## src/rtl/vfs_pkg.sv

```systemverilog
// Package: shared state encoding for the vertical format stepper.
// Assumes nothing beyond SystemVerilog 2017 enum support.
package vfs_pkg;
    typedef enum logic [2:0] {
        ST_IDLE  = 3'd0,   // waiting for a command
        ST_LINES = 3'd1,   // emitting line feeds
        ST_TOF   = 3'd2,   // top-of-form test after feeding lines
        ST_SEEK  = 3'd3,   // circular channel search
        ST_FORM  = 3'd4    // form feed and page count
    } vfs_state_t;
endpackage

```

## src/rtl/vfs_ptr_step.sv

```systemverilog
// Module: computes the line that follows a pointer in a form of given length.
// Assumes len > 0 when the result is used; a pointer at or past len wraps to 0.
module vfs_ptr_step #(
    parameter int LEN_W = 8
) (
    input  logic [LEN_W-1:0] ptr,
    input  logic [LEN_W-1:0] len,
    output logic [LEN_W-1:0] nxt
);
    logic [LEN_W:0] inc;

    // Purpose: increment with wrap at the form length.
    always_comb begin
        inc = {1'b0, ptr} + 1'b1;
        if (inc >= {1'b0, len}) nxt = '0;
        else                    nxt = inc[LEN_W-1:0];
    end
endmodule

```

## src/rtl/vfs_page_ctr.sv

```systemverilog
// Module: page counter, loadable, counts down modulo 2**PG_W.
// Assumes load and dec are never requested together (load wins if they are).
module vfs_page_ctr #(
    parameter int PG_W = 12
) (
    input  logic            clk,
    input  logic            rst_n,
    input  logic            load,
    input  logic [PG_W-1:0] load_val,
    input  logic            dec,
    output logic [PG_W-1:0] count,
    output logic            zero_after
);
    // Purpose: flag that the next decrement lands on zero.
    assign zero_after = (count == PG_W'(1));

    // Purpose: hold, load or decrement the page count.
    always_ff @(posedge clk) begin
        if (!rst_n)    count <= '0;
        else if (load) count <= load_val;
        else if (dec)  count <= count - 1'b1;
    end

    // The count only moves when a load or a decrement was requested.
    assert_count_hold_R3: assert property (@(posedge clk) disable iff (!rst_n)
        (!load && !dec) |=> $stable(count));
endmodule

```

## src/rtl/vfs_stepper.sv

```systemverilog
// Module: vertical format channel stepper (top).
// Drives line feeds and form feeds from a format table read through ram_addr /
// ram_data; ram_data must be a combinational read of the word at ram_addr.
// One pointer step or one line feed per clock; commands are taken only while idle.
module vfs_stepper #(
    parameter int LEN_W       = 8,
    parameter int CHANS       = 12,
    parameter int PG_W        = 12,
    parameter int ARG_W       = 4,
    parameter int FALLBACK_CH = 7
) (
    input  logic             clk,
    input  logic             rst_n,
    input  logic             cmd_valid,
    input  logic             cmd_slew,
    input  logic [ARG_W-1:0] cmd_arg,
    input  logic [LEN_W-1:0] fmt_len,
    input  logic             fmt_reload,
    input  logic             page_load,
    input  logic [PG_W-1:0]  page_value,
    input  logic             col_nonzero,
    output logic [LEN_W-1:0] ram_addr,
    input  logic [CHANS-1:0] ram_data,
    output logic [LEN_W-1:0] line_ptr,
    output logic [PG_W-1:0]  page_left,
    output logic             busy,
    output logic             nl_strobe,
    output logic             ff_strobe,
    output logic             col_clear,
    output logic             done,
    output logic             cont,
    output logic             page_zero,
    output logic             fmt_err
);
    import vfs_pkg::*;

    localparam int MAX_CH = CHANS - 1;
    localparam int CNT_W  = LEN_W + 1;

    vfs_state_t       state;
    logic [LEN_W-1:0] ptr, ptr_nxt, steps;
    logic [CNT_W-1:0] lines_left;
    logic             move_ptr;
    logic [ARG_W-1:0] chan, chan_req;
    logic             hit, pg_dec, pg_load, pg_zero_after;

    // Purpose: map an out-of-range channel request onto the fallback channel.
    assign chan_req = (int'(cmd_arg) > MAX_CH) ? ARG_W'(FALLBACK_CH) : cmd_arg;

    vfs_ptr_step #(.LEN_W(LEN_W)) u_step (
        .ptr (ptr),
        .len (fmt_len),
        .nxt (ptr_nxt)
    );

    // Purpose: search reads the next line, all other states read the current one.
    assign ram_addr = (state == ST_SEEK) ? ptr_nxt : ptr;
    assign hit      = ram_data[chan];

    assign pg_load = page_load && (state == ST_IDLE);
    assign pg_dec  = ((state == ST_TOF) && ram_data[0]) || (state == ST_FORM);

    vfs_page_ctr #(.PG_W(PG_W)) u_page (
        .clk        (clk),
        .rst_n      (rst_n),
        .load       (pg_load),
        .load_val   (page_value),
        .dec        (pg_dec),
        .count      (page_left),
        .zero_after (pg_zero_after)
    );

    assign line_ptr  = ptr;
    assign busy      = (state != ST_IDLE);
    assign col_clear = nl_strobe | ff_strobe;

    // Purpose: command sequencing, pointer motion and result flags.
    always_ff @(posedge clk) begin
        if (!rst_n) begin
            state      <= ST_IDLE;
            ptr        <= '0;
            steps      <= '0;
            lines_left <= '0;
            move_ptr   <= 1'b0;
            chan       <= '0;
            nl_strobe  <= 1'b0;
            ff_strobe  <= 1'b0;
            done       <= 1'b0;
            cont       <= 1'b0;
            page_zero  <= 1'b0;
            fmt_err    <= 1'b0;
        end else begin
            nl_strobe <= 1'b0;
            ff_strobe <= 1'b0;
            done      <= 1'b0;
            cont      <= 1'b0;
            case (state)
                ST_IDLE: begin
                    if (fmt_reload) begin
                        ptr     <= '0;
                        fmt_err <= 1'b0;
                    end else if (cmd_valid) begin
                        if (fmt_len == '0 || fmt_err) begin
                            fmt_err <= 1'b1;
                            done    <= 1'b1;
                        end else if (!cmd_slew) begin
                            if (cmd_arg == '0) begin
                                done <= 1'b1;
                                cont <= 1'b1;
                            end else begin
                                lines_left <= CNT_W'(cmd_arg);
                                move_ptr   <= 1'b1;
                                state      <= ST_LINES;
                            end
                        end else begin
                            chan  <= chan_req;
                            steps <= '0;
                            state <= ST_SEEK;
                        end
                    end
                end
                ST_LINES: begin
                    nl_strobe  <= 1'b1;
                    lines_left <= lines_left - 1'b1;
                    if (move_ptr) ptr <= ptr_nxt;
                    if (lines_left == CNT_W'(1)) state <= ST_TOF;
                end
                ST_TOF: begin
                    done  <= 1'b1;
                    state <= ST_IDLE;
                    if (ram_data[0]) begin
                        cont      <= !pg_zero_after;
                        page_zero <= pg_zero_after;
                    end else begin
                        cont <= 1'b1;
                    end
                end
                ST_SEEK: begin
                    ptr <= ptr_nxt;
                    if (hit) begin
                        if (chan != '0) begin
                            lines_left <= {1'b0, steps} + 1'b1;
                            move_ptr   <= 1'b0;
                            state      <= ST_LINES;
                        end else begin
                            nl_strobe <= col_nonzero;
                            state     <= ST_FORM;
                        end
                    end else if (steps == fmt_len - 1'b1) begin
                        fmt_err <= 1'b1;
                        done    <= 1'b1;
                        state   <= ST_IDLE;
                    end else begin
                        steps <= steps + 1'b1;
                    end
                end
                ST_FORM: begin
                    ff_strobe <= 1'b1;
                    done      <= 1'b1;
                    cont      <= !pg_zero_after;
                    page_zero <= pg_zero_after;
                    state     <= ST_IDLE;
                end
                default: state <= ST_IDLE;
            endcase
        end
    end

    // A form feed always closes its command and never shares a cycle with a line feed.
    assert_ff_with_done_R6: assert property (@(posedge clk) disable iff (!rst_n)
        ff_strobe |-> (done && !nl_strobe));

    // Line feeds only come out of a running command.
    assert_nl_while_busy_R2: assert property (@(posedge clk) disable iff (!rst_n)
        nl_strobe |-> busy);

    // A format error is raised only as a stop result.
    assert_err_is_stop_R7: assert property (@(posedge clk) disable iff (!rst_n)
        $rose(fmt_err) |-> (done && !cont));

    // Running out of pages is reported as a stop.
    assert_page_zero_stop_R3: assert property (@(posedge clk) disable iff (!rst_n)
        $rose(page_zero) |-> (done && !cont));

    // Completion is reported with the block back in idle.
    assert_done_idle_R9: assert property (@(posedge clk) disable iff (!rst_n)
        done |-> !busy);
endmodule

```

## config.mk

```make
export PLATFORM = sky130hd
export DESIGN_NAME = vfs_stepper
export DESIGN_NICKNAME = d
export VERILOG_FILES = /design/src/rtl/vfs_pkg.sv /design/src/rtl/vfs_ptr_step.sv /design/src/rtl/vfs_page_ctr.sv /design/src/rtl/vfs_stepper.sv
export SDC_FILE = /design/constraint.sdc
export NUM_CORES = 1
export LEC_CHECK = 0
export BUFFER_PORTS_ARGS = -buffer_cell sky130_fd_sc_hd__buf_2
export CORE_UTILIZATION = 52
export CTS_BUF_LIST = sky130_fd_sc_hd__clkbuf_16
export DETAILED_ROUTE_END_ITERATION = 10
export GPL_TIMING_DRIVEN = 0
export HOLD_SLACK_MARGIN = 0.08
export PLACE_DENSITY = 0.84
export RECOVER_POWER = 100
export SETUP_SLACK_MARGIN = 0.2
export SYNTH_ARGS = -nofsm -noshare
export SYNTH_HDL_FRONTEND = slang
export SYNTH_SLANG_ARGS = --single-unit
```

## constraint.sdc

```tcl
create_clock -name clk -period 8.5 [get_ports clk]
set_input_delay 1.7 -clock clk [delete_from_list [all_inputs] [get_ports clk]]
set_output_delay 1.7 -clock clk [all_outputs]
set_load 0.03 [all_outputs]
```

After elaboration in Yosys (flattened, before gate mapping)
Cells that the tools add are included.

operators by class
  add/sub/neg operators = 6
  $mul = 0
  divide/modulo/power cells = 0
  magnitude comparators = 3
  equal/unequal tests = 26
  shift-type cells = 0
  multiplexer cells = 68
  bitwise logic cells = 3
  reduce and logical (&&, ||, !) cells = 23

operators by type and width
  kind                     number
  $mux W8                  10
  $mux W9                  7
  $mux W1                  28
  $mux W3                  9
  $pmux W9 S3              1
  $ne A2 B2 Y1 const B     13
  $mux W12                 2
  $pmux W8 S3              1
  $add A8 B1 Y9 const B    2
  $pmux W8 S2              1
  $reduce_and A8 Y1        2
  $eq A12 B1 Y1 const B    1
  $sub A12 B1 Y12 const B  1
  $reduce_and A5 Y1        2
  $eq A9 B1 Y1 const B     1
  $ge A9 B8 Y1             1
  $pmux W3 S3              1
  $sub A9 B1 Y9 const B    1
  $add A8 B1 Y8 const B    1
  $eq A8 B8 Y1             1
  $logic_not A8 Y1         1
  $pmux W1 S2              4
  $sub A8 B1 Y8 const B    1
  $reduce_and A7 Y1        1
  25 further kinds         36

word-level totals
  flip-flop bits (word level) = 51
  bits in latches = 0
  memory bits (writable) = 0
  bits in read-only memories = 0
  input bits = 43
  output and inout port bits = 36
  memories kept = 0

Depth between registers and ports, before layout
  word-level depth = 7
  depth in mapped cells = 12
  gate-level depth less buffers = 12

Hierarchy
A second synthesis with hierarchy kept.

second synthesis, totals
  cell total of the unflattened synthesis = 501
  area, all modules = 3,875.0 um^2

by module, submodules not included
  module        times used  cells each  area each (um^2)  sequential area each (um^2)
  vfs_stepper   1           363         2,740.1           780.7
  vfs_page_ctr  1           85          728.2             240.2
  vfs_ptr_step  1           53          406.6             0.0

Worst setup path after synthesis
OpenSTA, ideal clock, no wires.

  kind = input -> output
  from = in fmt_len[2]
  to = out ram_addr[5]
  data arrival time = 3,647 ps
  data required time = 6,800 ps
  slack = 3,153 ps
  stages = 9
  path buffers = 0
  cell sequence = inv_1 -> ha_1 -> a21o_1 -> a21o_1 -> a21oi_1 -> o211ai_1 -> nor2_1 -> o21ai_0 -> a31oi_1

between the ends
  longest elaborated chain between the ends = 3

RTL lines
  what          line                source
  from (decl)   vfs_stepper.sv:17   input logic [LEN_W-1:0] fmt_len,
  $ge A9 B8 Y1  vfs_ptr_step.sv:15  if (inc >= {1'b0, len}) nxt = '0;
  $mux W8       vfs_ptr_step.sv:15
  $mux W8       vfs_stepper.sv:57   assign ram_addr = (state == ST_SEEK) ? ptr_nxt : ptr;
  to (decl)     vfs_stepper.sv:22   output logic [LEN_W-1:0] ram_addr,

No other way between the ends.

Worst setup path in the final report
Ends and elaborated chain as after synthesis.

==> results_dict.tcl <==
set metrics [dict create \
    ys_types 68 \
    cp_data_arrival_time_ns 4.23 \
    layout-drive-gt1-share_pct 10.9 \
    dieArea_um2 7430 \
    fillCellCount 678 \
    place_area_um2 4200 \
    post_cts_buffers 0 \
    synth_top_area_share_pct 27.7 \
    cts_tree "yes" \
    vias 4023 \
    ir_worst_vdd_v 0.000103 \
    htree_levels 2 \
    grt_pass1_vias 3597 \
    drcViolationCount 0 \
    powerDensity_nw_per_um2 196 \
    path_max_fanout 8 \
    cts_made_buffers 5 \
    post-route-period-util_pct 69.7 \
    drv_cap 0 \
    firstDrtPassIters 5 \
    clk_latency_ns 0.30 \
    postCtsHoldBufs 0 \
    finClkSkew_ns 0.0112 \
    slew_headroom_pct 32.8 \
    path_clk_slew_ns 0.07 \
    criticalPathCategory "in -> out" \
    rsz0062_at_grt "false" \
    fin_hold_ws_ns 0.490 \
    routed_wl_um 10400 \
    die_w_um 86.2 \
    status "completed" \
    p_int_uw 487 \
    clockPowerShare_pct 25.8 \
    place_inst 657 \
    syn_inst 483 \
    grt_most_used_layer "met2" \
    ys.flop_type "dfxtp_1" \
    ctsResizeCount 0 \
    cts_root_buffer "clkbuf_16" \
    gr-usage-met2_pct 48.3 \
    syn_area_um2 3690 \
    gp_congestion 0.926 \
    sw_frac_of_total_pct 41.1 \
    use_met1_pct 35.1 \
    row_count 30 \
    setup_viol 0 \
    reg2reg_setup_slack_ns 5.28 \
    yosysSeqAreaShare_pct 27.7 \
    hold_path_class "reg -> reg" \
    coreArea_um2 6830 \
    first_iter_violations 307 \
    critPathLaunchType "primary input" \
    ys_ff_latch 51 \
    vias_per_cell 6.05 \
    switchingPower_uw 340 \
    end_kind "output port" \
    final.setup.tns_ns 0 \
    syn_nets 542 \
    met3_usage_pct 5.33 \
    final_area_um2 4220 \
    p_leak_uw 0.00166 \
    ys_async_sr_fraction_pct 0 \
    clock.fmax_ghz 0.169 \
    die_h_um 86.2 \
    critPathRequiredTime_ns 6.80 \
    stdcell_count 665 \
    synth_area_per_cell_um2 7.64 \
    worst_pin_slew_ns 0.999 \
    initial_utilization_pct 54.0 \
    cts.sinks 51 \
    grt.overflow.total 0 \
    grt_max_degree 19 \
    pwr-share-seq_pct 36.0 \
    power_frac_comb_pct 38.1 \
    post-dp-hpwl_um 7860 \
    n_antenna_cell 0 \
    fin_nets 627 \
    ant_nets 0 \
    hold_viol_final 0 \
    synth_area_leaders "dfxtp_1 28%, nor2_1 5.8%, ha_1 5.4%" \
    wire_per_inst_um 15.6 \
    synth-edff-count 0 \
    area_delta_synth_final_pct 14.5 \
    grt_usage_pct 28.1 \
    cts_buffer_depth 2 \
    yosysWarningCount 0 \
    period_needed_ns 5.93 \
    antenna_found_initial 0 \
    top_level_ports 79 \
    yosys.area.top_type "dfxtp_1" \
    grt_pass1_wl_um 16600 \
    drv_slew 0 \
    io_buffers 78 \
]
[cell usage in the layout, fill, tap and decap left out, types with 3 or more instances in the layout]
master     Yosys  routed
or3b_1         3       3
a22o_1         5       5
nor4_1         6       7
clkbuf_16      0       5
nand2_1       46      46
a211oi_1      14      14
o21ai_0       22      22
a21oi_1       26      27
nand2b_1       4       4
or3_1          9       9
and3_1         9       9
xnor2_1       15      15
or2_2          5       5
a21o_1         4       4
clkbuf_1      21      63
nand4_1        3       3
nand3_1       24      25
o211ai_1       5       6
nor2_1        57      58
buf_2          3      40
o31ai_1        4       5
nor2b_1       11      11
a31oi_1       10      11
a311oi_1       6       6
mux2i_1        8       8
inv_1         17      17
a22oi_1        4       4
xor2_1        13      13
dfxtp_1       51      51
ha_1          16      16
nor3_1        15      15
[power groups by stage]
stage,sequential [uW],combinational [uW],clock [uW]
detailed placement,303,325,0
CTS,298,326,214
floorplan,323,217,0
global route,303,351,225
finish,298,316,213
global placement,302,317,0
[through the flow]
step           total power [uW]  utilization [%]  setup slack (ns)
2_1_floorplan               539                -              3.15
3_3_place_gp                619             61.5              2.86
3_5_place_dp                627             61.5              2.84
4_1_cts                     837             63.7              2.83
5_1_grt                     879             61.8              2.39
6_report                    827             61.8              2.57
[sequential cells by signal (all words and copies together) (netlist names)]
register,cells
chan,4
cont,1
done,1
ff_strobe,1
fmt_err,1
line_ptr,8
lines_left,9
move_ptr,1
nl_strobe,1
page_zero,1
state,3
steps,8
u_page.count,12
[worst max-delay path, cell delays in order]
cell	delay, ns
clkbuf_1	0.22
inv_1	0.12
ha_1	0.35
a21o_1	0.17
a21o_1	0.17
a21oi_1	0.13
o211ai_1	0.20
nor2_1	0.46
o21ai_0	0.17
a31oi_1	0.21
clkbuf_1	0.32
[cells by family after synthesis]
logic type	share of synthesized area, %
flip-flops	27.7
XOR/XNOR	6.65
AND/OR/NAND/NOR	29.1
multiplexers	2.78
adder cells (fa/ha/maj)	5.43
AO/OA/AOI/OAI	23.3
buffers and inverters	5.09
[path summary, 6_finish.rpt]
path / from / end / cells past startpoint
setup / recovery: fmt_len[2] / ram_addr[5] / 11
hold / removal: lines_left[5] / lines_left[5] / 2
setup reg to reg: line_ptr[0] / line_ptr[1] / 12
hold reg to reg: lines_left[5] / lines_left[5] / 2
[area by class of cell]
cell class                      instances  area (um^2)  area share (%)
Clock buffer                            5          125            2.96
Multi-Input combinational cell        386         2410            57.1
Clock inverter                          3         26.3           0.622
Timing Repair Buffer                   78          340            8.06
Sequential cell                        51         1020            24.2
Buffer                                 27          108            2.55
Inverter                               19         71.3            1.69
Tap cell                               96          120            2.84
[cells in the mapped netlist, types with 9 or more instances]
cell type and instances:
inv_1 17, nor2_1 57, xnor2_1 15, xor2_1 13, ha_1 16, nor2b_1 11, and3_1 9, a21oi_1 26
a211oi_1 14, nor3_1 15, nand3_1 24, dfxtp_1 51, nand2_1 46, clkbuf_1 21, or3_1 9, a31oi_1 10
o21ai_0 22
[per-layer routing]
layer,wire [um],vias up
met3,840,22
met1,4450,1880
li1,-,1922
met4,235,0
met5,0,-
met2,4880,199
Note: power is estimated with default switching activity, not from simulation.
